## config.mk

```make
export PLATFORM = sky130hd
export DESIGN_NAME = fmt_convert
export DESIGN_NICKNAME = d
export VERILOG_FILES = /design/src/rtl/fmt_conv_pkg.sv /design/src/rtl/fmt_decode.sv /design/src/rtl/fmt_mag_widen.sv /design/src/rtl/fmt_encode.sv /design/src/rtl/fmt_convert.sv
export SDC_FILE = /design/constraint.sdc
export NUM_CORES = 1
export LEC_CHECK = 0
export BUFFER_PORTS_ARGS = -buffer_cell sky130_fd_sc_hd__buf_2
export CELL_PAD_IN_SITES_DETAIL_PLACEMENT = 1
export CELL_PAD_IN_SITES_GLOBAL_PLACEMENT = 1
export CORE_MARGIN = 1
export CORE_UTILIZATION = 30
export CTS_BUF_LIST = sky130_fd_sc_hd__clkbuf_8
export CTS_CLUSTER_SIZE = 12
export DETAILED_ROUTE_END_ITERATION = 8
export PLACE_DENSITY_LB_ADDON = 0.05
export RECOVER_POWER = 50
export SYNTH_ARGS = -nofsm -noshare
export SYNTH_HDL_FRONTEND = slang
export SYNTH_HIERARCHICAL = 1
export SYNTH_SLANG_ARGS = --single-unit
```

## constraint.sdc

```tcl
create_clock -name clk_i -period 1.35 [get_ports clk_i]
set_input_delay 0.2025 -clock clk_i [delete_from_list [all_inputs] [get_ports clk_i]]
set_output_delay 0.2025 -clock clk_i [all_outputs]
set_load 0.1 [all_outputs]
```

## src/rtl/fmt_conv_pkg.sv

```systemverilog
package fmt_conv_pkg;

    // Encoding codes shared by source and target selects
    typedef enum logic [1:0] {
        FMT_SMAG     = 2'b00,
        FMT_ONES     = 2'b01,
        FMT_TWOS     = 2'b10,
        FMT_TWOS_ALT = 2'b11
    } fmt_e;

    // Fold the spare code onto two's complement
    function automatic fmt_e fmt_norm(input logic [1:0] code);
        fmt_e f;
        if (code == 2'b11) f = FMT_TWOS;
        else               f = fmt_e'(code);
        return f;
    endfunction

endpackage

```

## src/rtl/fmt_decode.sv

```systemverilog
// Turns a source word into sign + unsigned magnitude (IN_W bits wide so the
// two's-complement minimum magnitude still fits).
module fmt_decode
    import fmt_conv_pkg::*;
#(
    parameter int IN_W = 8
) (
    input  logic [IN_W-1:0] word_i,
    input  logic [1:0]      fmt_i,
    output logic            neg_o,
    output logic [IN_W-1:0] mag_o,
    output logic            negzero_o
);

    fmt_e fmt;

    always_comb begin
        fmt   = fmt_norm(fmt_i);
        neg_o = word_i[IN_W-1];
        unique case (fmt)
            FMT_SMAG: mag_o = {1'b0, word_i[IN_W-2:0]};
            FMT_ONES: mag_o = neg_o ? ~word_i : word_i;
            default:  mag_o = neg_o ? (~word_i + 1'b1) : word_i;
        endcase
        negzero_o = neg_o && (mag_o == '0);
    end

endmodule

```

## src/rtl/fmt_mag_widen.sv

```systemverilog
// Zero-extends the magnitude to the output width and reports whether it
// exceeds the largest magnitude a sign-magnitude or ones' field can hold.
module fmt_mag_widen #(
    parameter int IN_W  = 8,
    parameter int OUT_W = 12
) (
    input  logic [IN_W-1:0]  mag_i,
    output logic [OUT_W-1:0] mag_o,
    output logic             too_big_o
);

    localparam int PAD_W = OUT_W - IN_W;

    generate
        if (PAD_W > 0) begin : g_wider
            // A magnitude below 2^(IN_W-1)+1 always fits a wider field
            assign mag_o     = {{PAD_W{1'b0}}, mag_i};
            assign too_big_o = 1'b0;
        end else begin : g_same
            // Same width: only 2^(IN_W-1) sets the top bit, and it does not fit
            assign mag_o     = mag_i;
            assign too_big_o = mag_i[IN_W-1];
        end
    endgenerate

endmodule

```

## src/rtl/fmt_encode.sv

```systemverilog
// Builds the target encoding from sign + widened magnitude.
module fmt_encode
    import fmt_conv_pkg::*;
#(
    parameter int OUT_W = 12
) (
    input  logic [1:0]       fmt_i,
    input  logic             neg_i,
    input  logic [OUT_W-1:0] mag_i,
    input  logic             too_big_i,
    output logic [OUT_W-1:0] word_o,
    output logic             unrep_o
);

    fmt_e fmt;

    always_comb begin
        fmt     = fmt_norm(fmt_i);
        unrep_o = 1'b0;
        word_o  = '0;
        unique case (fmt)
            FMT_SMAG: begin
                unrep_o = too_big_i;
                if (!too_big_i) word_o = {neg_i, mag_i[OUT_W-2:0]};
            end
            FMT_ONES: begin
                unrep_o = too_big_i;
                if (!too_big_i) word_o = neg_i ? ~mag_i : mag_i;
            end
            default: begin
                // Negating a zero magnitude gives zero: negative zero folds away
                word_o = neg_i ? (~mag_i + 1'b1) : mag_i;
            end
        endcase
    end

endmodule

```

## src/rtl/fmt_convert.sv

```systemverilog
module fmt_convert
    import fmt_conv_pkg::*;
#(
    parameter int IN_W  = 8,
    parameter int OUT_W = 12
) (
    input  logic             clk_i,
    input  logic             rst_ni,
    input  logic             valid_i,
    input  logic [IN_W-1:0]  word_i,
    input  logic [1:0]       src_fmt_i,
    input  logic [1:0]       dst_fmt_i,
    output logic             valid_o,
    output logic [OUT_W-1:0] word_o,
    output logic             unrep_o
);

    localparam logic [IN_W-1:0] TOP_ONLY = {1'b1, {(IN_W-1){1'b0}}};

    typedef struct packed {
        logic             vld;
        logic             unrep;
        logic [OUT_W-1:0] word;
    } state_t;

    state_t state_d, state_q;

    logic             dec_neg;
    logic [IN_W-1:0]  dec_mag;
    logic             dec_negzero;
    logic [OUT_W-1:0] wide_mag;
    logic             wide_too_big;
    logic [OUT_W-1:0] enc_word;
    logic             enc_unrep;

    fmt_decode #(.IN_W(IN_W)) u_decode (
        .word_i    (word_i),
        .fmt_i     (src_fmt_i),
        .neg_o     (dec_neg),
        .mag_o     (dec_mag),
        .negzero_o (dec_negzero)
    );

    fmt_mag_widen #(.IN_W(IN_W), .OUT_W(OUT_W)) u_widen (
        .mag_i     (dec_mag),
        .mag_o     (wide_mag),
        .too_big_o (wide_too_big)
    );

    fmt_encode #(.OUT_W(OUT_W)) u_encode (
        .fmt_i     (dst_fmt_i),
        .neg_i     (dec_neg),
        .mag_i     (wide_mag),
        .too_big_i (wide_too_big),
        .word_o    (enc_word),
        .unrep_o   (enc_unrep)
    );

    always_comb begin
        state_d     = state_q;
        state_d.vld = valid_i;
        if (valid_i) begin
            state_d.word  = enc_word;
            state_d.unrep = enc_unrep;
        end
    end

    always_ff @(posedge clk_i or negedge rst_ni) begin
        if (!rst_ni) state_q <= '0;
        else         state_q <= state_d;
    end

    assign valid_o = state_q.vld;
    assign word_o  = state_q.word;
    assign unrep_o = state_q.unrep;

    // Checks at the block boundary
    AST_VALID_FOLLOWS: assert property (@(posedge clk_i) disable iff (!rst_ni) valid_i |=> valid_o);
    AST_VALID_DROPS: assert property (@(posedge clk_i) disable iff (!rst_ni) !valid_i |=> !valid_o);
    AST_HOLD_RESULT: assert property (@(posedge clk_i) disable iff (!rst_ni) !valid_i |=> ($stable(word_o) && $stable(unrep_o)));
    AST_UNREP_ZERO: assert property (@(posedge clk_i) disable iff (!rst_ni) unrep_o |-> (word_o == '0));
    AST_TWOS_NO_UNREP: assert property (@(posedge clk_i) disable iff (!rst_ni) (valid_i && fmt_norm(dst_fmt_i) == FMT_TWOS) |=> !unrep_o);
    AST_NEGZERO_TWOS: assert property (@(posedge clk_i) disable iff (!rst_ni) (valid_i && dec_negzero && dst_fmt_i[1]) |=> (word_o == '0));
    AST_SMAG_SIGN: assert property (@(posedge clk_i) disable iff (!rst_ni) (valid_i && !unrep_o && src_fmt_i == 2'b00 && dst_fmt_i == 2'b00) |=> (word_o[OUT_W-1] == $past(word_i[IN_W-1])));
    AST_TWOS_MIN_FLAG: assert property (@(posedge clk_i) disable iff (!rst_ni) (valid_i && OUT_W == IN_W && src_fmt_i[1] && word_i == TOP_ONLY && !dst_fmt_i[1]) |=> unrep_o);

endmodule

```

Word-level counts from Yosys, hierarchy flattened
Index checks and enable logic that the tools add are counted.
{"block": "totals", "regBits": 13, "input_bits": 15, "out_inout_bits": 14, "word_cells": 20}
{"block": "op_classes", "add_sub_neg": 2, "eq_ne": 4, "muxes": 8, "bitwise": 2, "n_reduce_logical": 2}
{"op": "12-bit 2-to-1 mux", "n": 2}
{"op": "12-bit one-hot mux with 2 select lines", "n": 1}
{"op": "8-bit 2-to-1 mux", "n": 2}
{"op": "8-bit one-hot mux with 2 select lines", "n": 1}
{"op": "12-bit by 1-bit adder with 12-bit output, second input constant", "n": 1}
{"op": "8-bit NOT with 12-bit output", "n": 1}
{"op": "8-bit by 1-bit adder with 8-bit output, second input constant", "n": 1}
{"op": "8-bit NOT", "n": 1}
{"op": "2-bit by 1-bit equality test with 1-bit output, second input constant", "n": 2}
{"op": "2-bit equality test, second input constant", "n": 2}
{"op": "2-bit zero test", "n": 2}
{"op": "2-bit 2-to-1 mux", "n": 2}

Longest topological paths before layout
{"block": "depth", "depth_word": 8, "ltp_mapped": 13, "mapped_depth_nobuf": 12}

Cells and area by module
The synthesis kept the hierarchy.
{"mod": "fmt_convert", "instances": 1, "cells_each": 28, "area_per_inst_um2": 545.5}
{"mod": "fmt_encode", "instances": 1, "cells_each": 83, "area_per_inst_um2": 479.2}
{"mod": "fmt_decode", "instances": 1, "cells_each": 37, "area_per_inst_um2": 254.0}
{"mod": "fmt_mag_widen", "instances": 1, "cells_each": 14, "area_per_inst_um2": 101.3}

Worst setup path after synthesis
No wires, ideal clock.
{"block": "synth_timing", "kind": "in2reg", "start": "input port word_i[2]", "end": "register state_q (netlist bit word_o[10])", "setup_ns": 0.126, "arrival_time_ns": 2.416, "required_ns": 1.224, "slack_ns": -1.192, "stages": 9, "n_path_buf": 1, "path_cell_list": "nor4b_2 -> a31oi_1 -> xor2_1 -> buf_4 -> or4_4 -> or3_1 -> a21o_1 -> and3_1 -> mux2_4"}
{"block": "synth_via", "elab_chain_len": 8, "elab_cells_between_ends": 9}
{"item": "from (decl)", "line": "fmt_convert.sv:10", "text": "input logic [IN_W-1:0] word_i,"}
{"item": "8-bit NOT", "line": "fmt_decode.sv:23", "text": "default: mag_o = neg_o ? (~word_i + 1'b1) : word_i;"}
{"item": "8-bit by 1-bit adder with 8-bit output", "line": "fmt_decode.sv:23"}
{"item": "8-bit 2-to-1 mux", "line": "fmt_decode.sv:23"}
{"item": "8-bit one-hot mux with 2 select lines", "line": "fmt_decode.sv:20", "text": "unique case (fmt)"}
{"item": "via dec_mag[6]", "line": "fmt_convert.sv:29", "text": "logic [IN_W-1:0] dec_mag;"}
{"item": "8-bit NOT with 12-bit output", "line": "fmt_encode.sv:32", "text": "word_o = neg_i ? (~mag_i + 1'b1) : mag_i;"}
{"item": "12-bit by 1-bit adder with 12-bit output", "line": "fmt_encode.sv:32"}
{"item": "12-bit 2-to-1 mux", "line": "fmt_encode.sv:32"}
{"item": "12-bit one-hot mux with 2 select lines", "line": "fmt_encode.sv:21", "text": "unique case (fmt)"}
{"item": "via enc_word[10]", "line": "fmt_convert.sv:33", "text": "logic [OUT_W-1:0] enc_word;"}
{"item": "to (signal assigned)", "line": "fmt_convert.sv:70", "text": "else state_q <= state_d;"}
{"item": "to (decl)", "line": "fmt_convert.sv:26", "text": "state_t state_d, state_q;"}
The timed path passes the listed nets, and every way through them passes these cells.
A chain may end at the register's enable or synchronous reset.

Worst setup path after layout
{"block": "layout_timing", "start": "input port word_i[3]", "end": "register state_q (netlist bit word_o[10])"}
Same word-level chain as after synthesis.

==> qor.yml <==
final_layout_size_suffix_gt1_share_pct: 64.9
via_count: 1352
die_h_um: 68.6
antenna_found_initial: 0
cp-start-kind: "input port"
critPathRequiredTime_ps: 1470
hold_violations: 0
wirelength_mm: 4.67
power.internal_w: 0.00111
drc: 0
final_nets: 230
relSlewSlack_pct: 50.6
maxCapViolations: 0
clock-skew-final_ps: 0
clkSlewWorstSetupHoldPaths_ps: 50
cts_tree: "yes"
power_frac_seq_pct: 24.6
grt_pass1_wl_mm: 6.67
core_area_um2: 4120
grt_overflow: 0
switching_share_pct: 47.5
place.port_buffers: 28
p_leak_nw: 1.02
mostFrequentLayoutCell: "buf_4"
drt-initial-drc-count: 27
min_path_type: "input port to register"
ir_worst_vdd_v: 0.000416
clock_latency_ps: 230
failed_checks: "setup timing"
first_global_vias: 1375
status: "complete, but fails checks"
finalNonFillerCells: 261
powerDensity_nw_per_um2: 952
setup_viol: 12
core.rowCount: 23
htreeDepth: 1
slew_violations: 0
dr.pass1.iters: 4
grt_max_degree: 15
gp_congestion: 0.842
cts_buffers: 3
yosys_warnings: 6
fin_crit_ps: 2340
p_sw_w: 0.00101
timing.hold.ws_ps: 299
design.die.area_um2: 4710
die_w_um: 68.6
worstMarginPinSlew_ps: 741
placed_cells: 248
grt_setup_unrepaired: "yes"
synth_cells: 155
pin_count: 29
diodes: 0
clockBufferDepth: 2
synth_area_um2: 1330
cts_root_buf: "clkbuf_8"
hpwl_mm: 3.12
syn_to_final_growth_pct: 67.0
cp_max_fo: 3
routedWlPerCell_um: 17.9
clkPwrFrac_pct: 15.0
drt-vias-per-instance: 5.18
worst_slack_ps: -988
pwr-share-comb_pct: 60.4
setup.worst_path.class: "input port to register"
fin_crit_sh_pct: 173
clock_sinks: 14
track_usage_pct: 19.2
start_util_pct: 32.4
max_freq_ghz: 0.428
cp_data_arrival_time_ps: 2460
synth_area_per_cell_um2: 8.59
final_cell_mix: "buf_4, buf_2, nor2_1"
drtAntennaViolNets: 0
critPathCaptureType: "register"
## stage by stage
stage / utilization [%] / power, W / TNS, ps / setup slack [ps] / area [µm²]
detailed placement: 41.8 / 0.00160 / -11330 / -1190 / 1720
floorplan: - / 0.00137 / -6570 / -1030 / 1420
CTS: 48.4 / 0.00202 / -6800 / -870 / 1990
global route: 54.0 / 0.00224 / -8370 / -1060 / 2220
finish: 54.0 / 0.00212 / -7320 / -988 / 2220
global placement: 41.8 / 0.00158 / -10910 / -1230 / 1720
## sequential cells by signal, indices dropped and copies added, names as in the netlist
name / cells
unrep_o: 1
valid_o: 1
word_o: 12
## worst paths after layout
check | start | endpoint | slack, ps | depth (start not counted)
worst max-delay path | word_i[3] | word_o[10]$_DFFE_PN0P_ | -990 | 9
worst min-delay path | valid_i | valid_o$_DFF_PN0_ | 300 | 1
worst max register to register | word_o[4]$_DFFE_PN0P_ | word_o[4]$_DFFE_PN0P_ | 580 | 1
worst min register to register | word_o[9]$_DFFE_PN0P_ | word_o[9]$_DFFE_PN0P_ | 500 | 1
max in group asynchronous | rst_ni | word_o[6]$_DFFE_PN0P_ | 340 | 2
min in group asynchronous | rst_ni | valid_o$_DFF_PN0_ | 540 | 2
## repair_timing
item	CTS	global route
pin swaps	19	20
gates cloned	0	0
buffers inserted	8	8
endpoints found under the hold margin	14	0
hold buffers	1	0
setup endpoints to repair	12	12
resized for setup	45	40
## power by group through the flow
stage	logic [W]	registers (W)	clock network, W
after global routing	0.00135	0.000530	0.000359
final	0.00128	0.000520	0.000317
after floorplan	0.000374	0.000996	0
after global placement	0.00106	0.000522	0
after detailed placement	0.00107	0.000529	0
after CTS	0.00117	0.000522	0.000334
## routing by layer
layer / track usage, % / wire length [µm] / vias to the layer above
li1: - / - / 650
met1: 22.4 / 1910 / 669
met2: 38.1 / 2570 / 25
met3: 0.987 / 74 / 8
met4: 3.13 / 109 / 0
met5: 0 / 0 / -
## cell type report
| class | count | area, µm² |
|---|---|---|
| clock buffers | 3 | 41.3 |
| fillers | 474 | 1890 |
| inverters | 8 | 47.5 |
| multi-input cells | 115 | 1160 |
| flip-flops and latches | 14 | 350 |
| well taps | 50 | 62.6 |
| repair buffers | 71 | 561 |
## critical path: stages
cell	delay, ps
buf_8	110
nor4b_4	340
a31oi_1	170
xor2_1	180
or4_4	450
or3_4	410
a21o_1	180
and3_4	160
mux2_4	240
No activity file was read; power rests on OpenSTA's default activity.
